## config.mk

```make
export PLATFORM = sky130hd
export DESIGN_NAME = int_alu
export DESIGN_NICKNAME = d
export VERILOG_FILES = /design/src/rtl/int_alu_pkg.sv /design/src/rtl/alu_logic_unit.sv /design/src/rtl/alu_addsub_unit.sv /design/src/rtl/alu_slt_unit.sv /design/src/rtl/int_alu.sv
export SDC_FILE = /design/constraint.sdc
export NUM_CORES = 1
export LEC_CHECK = 0
export ABC_AREA = 1
export BUFFER_PORTS_ARGS = -buffer_cell sky130_fd_sc_hd__buf_2
export CAP_MARGIN = 20
export CORE_MARGIN = 3
export CORE_UTILIZATION = 50
export DETAILED_ROUTE_END_ITERATION = 8
export PLACE_DENSITY = 0.78
export SETUP_SLACK_MARGIN = 0.5
export SKIP_LAST_GASP = 1
export SLEW_MARGIN = 0
export SYNTH_ARGS = -nofsm -noshare
export SYNTH_HDL_FRONTEND = slang
export SYNTH_SLANG_ARGS = --single-unit
export TNS_END_PERCENT = 1
```

## constraint.sdc

```tcl
create_clock -name vclk -period 4.47
set_clock_uncertainty 0.1 [all_clocks]
set_input_delay 0.2235 -clock vclk [all_inputs]
set_output_delay 0.2235 -clock vclk [all_outputs]
set_load 0.01 [all_outputs]
```

## src/rtl/int_alu_pkg.sv

```systemverilog
package int_alu_pkg;

    localparam int unsigned OP_W = 4;

    typedef enum logic [OP_W-1:0] {
        OP_AND = 4'b0000,
        OP_OR  = 4'b0001,
        OP_ADD = 4'b0010,
        OP_SUB = 4'b0110,
        OP_SLT = 4'b0111
    } alu_op_e;

    // The adder runs in inverted-plus-one mode for subtract and for the compare.
    function automatic logic op_needs_sub(input logic [OP_W-1:0] op);
        return (op == OP_SUB) || (op == OP_SLT);
    endfunction

    function automatic logic op_is_known(input logic [OP_W-1:0] op);
        return (op == OP_AND) || (op == OP_OR) || (op == OP_ADD) ||
               (op == OP_SUB) || (op == OP_SLT);
    endfunction

    typedef struct packed {
        logic a_msb;
        logic b_msb;
        logic d_msb;
    } sign_bits_t;

endpackage

```

## src/rtl/alu_logic_unit.sv

```systemverilog
module alu_logic_unit #(
    parameter int unsigned WIDTH = 32
) (
    input  logic [WIDTH-1:0] a_in,
    input  logic [WIDTH-1:0] b_in,
    output logic [WIDTH-1:0] and_out,
    output logic [WIDTH-1:0] or_out
);
    for (genvar i = 0; i < WIDTH; i++) begin : g_bit
        assign and_out[i] = a_in[i] & b_in[i];
        assign or_out[i]  = a_in[i] | b_in[i];
    end
endmodule

```

## src/rtl/alu_addsub_unit.sv

```systemverilog
module alu_addsub_unit #(
    parameter int unsigned WIDTH      = 32,
    parameter bit          USE_RIPPLE = 1'b0
) (
    input  logic [WIDTH-1:0] a_in,
    input  logic [WIDTH-1:0] b_in,
    input  logic             sub_en,
    output logic [WIDTH-1:0] sum_out
);
    logic [WIDTH-1:0] b_eff;

    assign b_eff = sub_en ? ~b_in : b_in;

    if (USE_RIPPLE) begin : g_ripple
        logic [WIDTH-1:0] carry;
        assign carry[0] = sub_en;
        for (genvar i = 0; i < WIDTH; i++) begin : g_stage
            assign sum_out[i] = a_in[i] ^ b_eff[i] ^ carry[i];
            if (i < WIDTH - 1) begin : g_cout
                assign carry[i+1] = (a_in[i] & b_eff[i]) |
                                    (carry[i] & (a_in[i] ^ b_eff[i]));
            end
        end
    end else begin : g_infer
        assign sum_out = a_in + b_eff + {{(WIDTH-1){1'b0}}, sub_en};
    end

    // subtracting a value from itself must give zero.
    always_comb begin
        if (sub_en && (a_in == b_in)) begin
            a_r4_self_sub_zero: assert (sum_out == '0)
                else $error("a_r4_self_sub_zero: sum %h", sum_out);
        end
    end
endmodule

```

## src/rtl/alu_slt_unit.sv

```systemverilog
module alu_slt_unit
    import int_alu_pkg::*;
(
    input  sign_bits_t signs,
    output logic       less
);
    // If the signs differ, A is less exactly when A is negative.
    // If the signs match, A - B cannot overflow, so its sign bit is the answer.
    always_comb begin
        if (signs.a_msb != signs.b_msb) less = signs.a_msb;
        else                            less = signs.d_msb;
    end
endmodule

```

## src/rtl/int_alu.sv

```systemverilog
module int_alu
    import int_alu_pkg::*;
#(
    parameter int unsigned WIDTH      = 32,
    parameter bit          USE_RIPPLE = 1'b0
) (
    input  logic [WIDTH-1:0] opnd_a,
    input  logic [WIDTH-1:0] opnd_b,
    input  logic [OP_W-1:0]  op_sel,
    output logic [WIDTH-1:0] result,
    output logic             zero
);
    localparam int unsigned MSB = WIDTH - 1;

    logic [WIDTH-1:0] and_w, or_w, sum_w;
    logic             sub_en, less_w;
    sign_bits_t       signs;

    assign sub_en = op_needs_sub(op_sel);

    alu_logic_unit #(.WIDTH(WIDTH)) u_logic (
        .a_in(opnd_a), .b_in(opnd_b), .and_out(and_w), .or_out(or_w)
    );

    alu_addsub_unit #(.WIDTH(WIDTH), .USE_RIPPLE(USE_RIPPLE)) u_addsub (
        .a_in(opnd_a), .b_in(opnd_b), .sub_en(sub_en), .sum_out(sum_w)
    );

    assign signs = '{a_msb: opnd_a[MSB], b_msb: opnd_b[MSB], d_msb: sum_w[MSB]};

    alu_slt_unit u_slt (.signs(signs), .less(less_w));

    always_comb begin
        unique case (op_sel)
            OP_AND:  result = and_w;
            OP_OR:   result = or_w;
            OP_ADD,
            OP_SUB:  result = sum_w;
            OP_SLT:  result = {{(WIDTH-1){1'b0}}, less_w};
            default: result = '0;
        endcase
    end

    assign zero = ~|result;

    always_comb begin
        if (op_sel == OP_ADD) begin
            a_r3_add_wraps: assert (result == WIDTH'(opnd_a + opnd_b))
                else $error("a_r3_add_wraps: %h", result);
        end
        if (op_sel == OP_SUB) begin
            a_r4_sub_diff: assert (result == WIDTH'(opnd_a - opnd_b))
                else $error("a_r4_sub_diff: %h", result);
        end
        if (op_sel == OP_SLT) begin
            a_r5_slt_signed: assert (result[0] == ($signed(opnd_a) < $signed(opnd_b)))
                else $error("a_r5_slt_signed: %h", result);
            a_r5_slt_upper: assert (result[MSB:1] == '0)
                else $error("a_r5_slt_upper: %h", result);
        end
        if (op_sel == OP_AND) begin
            a_r1_and_sub: assert ((result & ~opnd_a) == '0)
                else $error("a_r1_and_sub: %h", result);
        end
        if (!op_is_known(op_sel)) begin
            a_r7_unused_zero: assert (result == '0 && zero)
                else $error("a_r7_unused_zero: %h", result);
        end
    end
endmodule

```

==> reports/qor.yml <==
avgSynthCellArea_um2: 5.176
min_period_over_period_pct: 83.84
yosysMostFrequentCell: "nand2_1"
clkbuf_count: 0
detail_route.wirelength_mm: 12.10
drv_slew: 0
n_fill_cell: 661
worstPathMaxFanout: 21
hold_viol_final: 0
synth_top_area_cell: "nand2_1"
ant_nets: 0
nets: 849
setup_viol: 0
drv_cap: 0
grt_max_degree: 33
yosys.area_share.simple_pct: 48.91
seq_cell_count: 0
syn_nets: 755
numPortBuffers: 101
relSlewSlack_pct: 28.10
clock.fmax_mhz: 266.8
synth_top_family_by_area: "simple AND/OR/NAND/NOR gates"
routabilityCongestion: 0.9682
die_area_um2: 7770
area_delta_synth_final_pct: 18.21
synthMuxAreaShare_pct: 0
syn-instance-count: 652
synth_top_cell_area_share_pct: 18.13
die_h_um: 88.15
critPathLaunchType: "primary input"
critPathCaptureType: "output pin"
hold_class: "primary input to output pin"
synth_cell_type_count: 37
rows: 29
netlist_top_cells_area: "nand2_1 18%, nand3_1 14%, ha_1 13%, inv_1 9.2%, o21ai_0 7.9%"
io_pins: 101
core_um2: 6459
p_leak_nw: 2.200
worstSetupPathType: "primary input to output pin"
grt_overflow: 0
crit_start: "op_sel[3]"
yosysSeqAreaShare_pct: 0
drt_iter0_drc: 385
drive_above_1_share_pct: 17.61
setup_tns_ns: 0
hold_buffers: 0
drt-wirelength-per-cell_um: 14.74
synth_adder_area_share_pct: 13.20
power.density_nw_per_um2: 146.9
dr.pass1.iters: 5
finalCriticalPeriod_ns: 3.748
grt_pass1_wl_mm: 19.01
ir_drop_uv: 92.30
drc: 0
antennaDiodeCount: 0
fp.dieW_um: 88.15
status: "complete, no violations"
required_ns: 4.15
rsz0062_at_grt: "no"
synth_compound_area_share_pct: 18.72
initial_core_util_pct: 52.25
cp.arrival_ns: 3.42
synth_area_um2: 3374
viasPerCell: 5.670
dp_hpwl_mm: 10.20
worst_pin_slew_ns: 1.077
via_count: 4655
synth_xor_area_share_pct: 8.306
synth_commonest_cells: "163 x nand2_1, 94 x nand3_1, 83 x inv_1"
yosysWarnings: 0
seq_area_um2: 0
antenna_found_initial: 0
first_global_vias: 4114
cp-endpoint: "zero"
grt_usage_pct: 30.40
post_cts_buffers: 0
finalPower_w: 0.0005858
==> timing repair <==
| action | 4_1_cts | 5_1_grt |
|---|---|---|
| gates cloned | 0 | 0 |
| endpoints found under the setup margin | 1 | 1 |
| pin swaps | 0 | 0 |
| gates resized for setup | 1 | 5 |
==> per-layer routing <==
metal | wire [µm] | GRT usage, % | share of wire, %
met1 | 5509 | 42.37 | 46
met2 | 5377 | 51.03 | 44
met3 | 839 | 1.505 | 6.9
met4 | 375 | 7.967 | 3.1
met5 | 0 | 0 | 0
==> cell families (layout without fill, tap and decap cells) <==
group                    count (synthesis)  after routing
XOR/XNOR                                32             32
buffers and inverters                   97            189
adder cells (fa/ha/maj)                 35             35
AND/OR/NAND/NOR                        372            372
AO/OA/AOI/OAI                          116            116
==> final cells by class <==
class              count  area [µm²]  share of cell area, %
inverters             86       322.8                  8.093
well taps             77       96.34                  2.415
repair buffers       103       533.0                  13.36
multi-input cells    555        3037                  76.13
==> critical path, stage by stage <==
cell,delay [ns]
buf_2,0.12
inv_2,0.06
nand3_4,0.22
buf_12,0.27
xnor2_1,0.14
ha_1,0.35
nand2_1,0.12
nor2_1,0.14
inv_1,0.11
nor3_2,0.29
nand3_1,0.20
nand3_1,0.16
nand2_1,0.07
nand2_1,0.06
o21bai_1,0.08
nor2_1,0.12
nand2_1,0.10
nor2_1,0.15
nand3_1,0.12
nor2_1,0.15
buf_2,0.15
==> placed cells by master, fill, tap and decap left out, types with 3 or more instances in the layout <==
cell type / count
nand4_1: 9
nor2_1: 66
nor2_2: 5
xor2_1: 3
nor3_1: 7
inv_1: 83
ha_1: 34
nand2_2: 10
xnor2_1: 29
o21bai_1: 7
nand3b_1: 6
nand3_1: 94
buf_2: 101
o21ai_0: 53
nand2_1: 163
a31oi_1: 3
a21oi_1: 41
==> worst min-delay path by stage <==
stage | start | endpoint | slack, ns | cells after the start
2_1_floorplan | opnd_a[2] | result[2] | 0.51 | 2
3_3_place_gp | opnd_a[2] | result[2] | 0.71 | 4
3_5_place_dp | opnd_a[30] | result[30] | 0.72 | 4
4_1_cts | opnd_a[2] | result[2] | 0.73 | 4
5_1_grt | opnd_a[30] | result[30] | 0.76 | 4
6_report | opnd_a[30] | result[30] | 0.72 | 4
==> power by group <==
| part | internal [W] | switching, W |
|---|---|---|
| Combinational | 0.000206 | 0.000380 |
| Clock | 0 | 0 |
| Sequential | 0 | 0 |
==> metrics by stage <==
stage / instance area [µm²] / worst slack, ns / instances / hold slack (ns) / util, %
after floorplan: 3374 / 1.541 / 652 / 0.5125 / -
after global placement: 3959 / 0.5898 / 821 / 0.7135 / 61.29
after detailed placement: 3959 / 0.5038 / 821 / 0.7227 / 61.29
after CTS: 3963 / 0.5532 / 821 / 0.7264 / 61.35
after global routing: 3989 / 0.5197 / 821 / 0.7564 / 61.76
final: 3989 / 0.7221 / 821 / 0.7227 / 61.76
No activity file was read; power rests on OpenSTA's default activity.
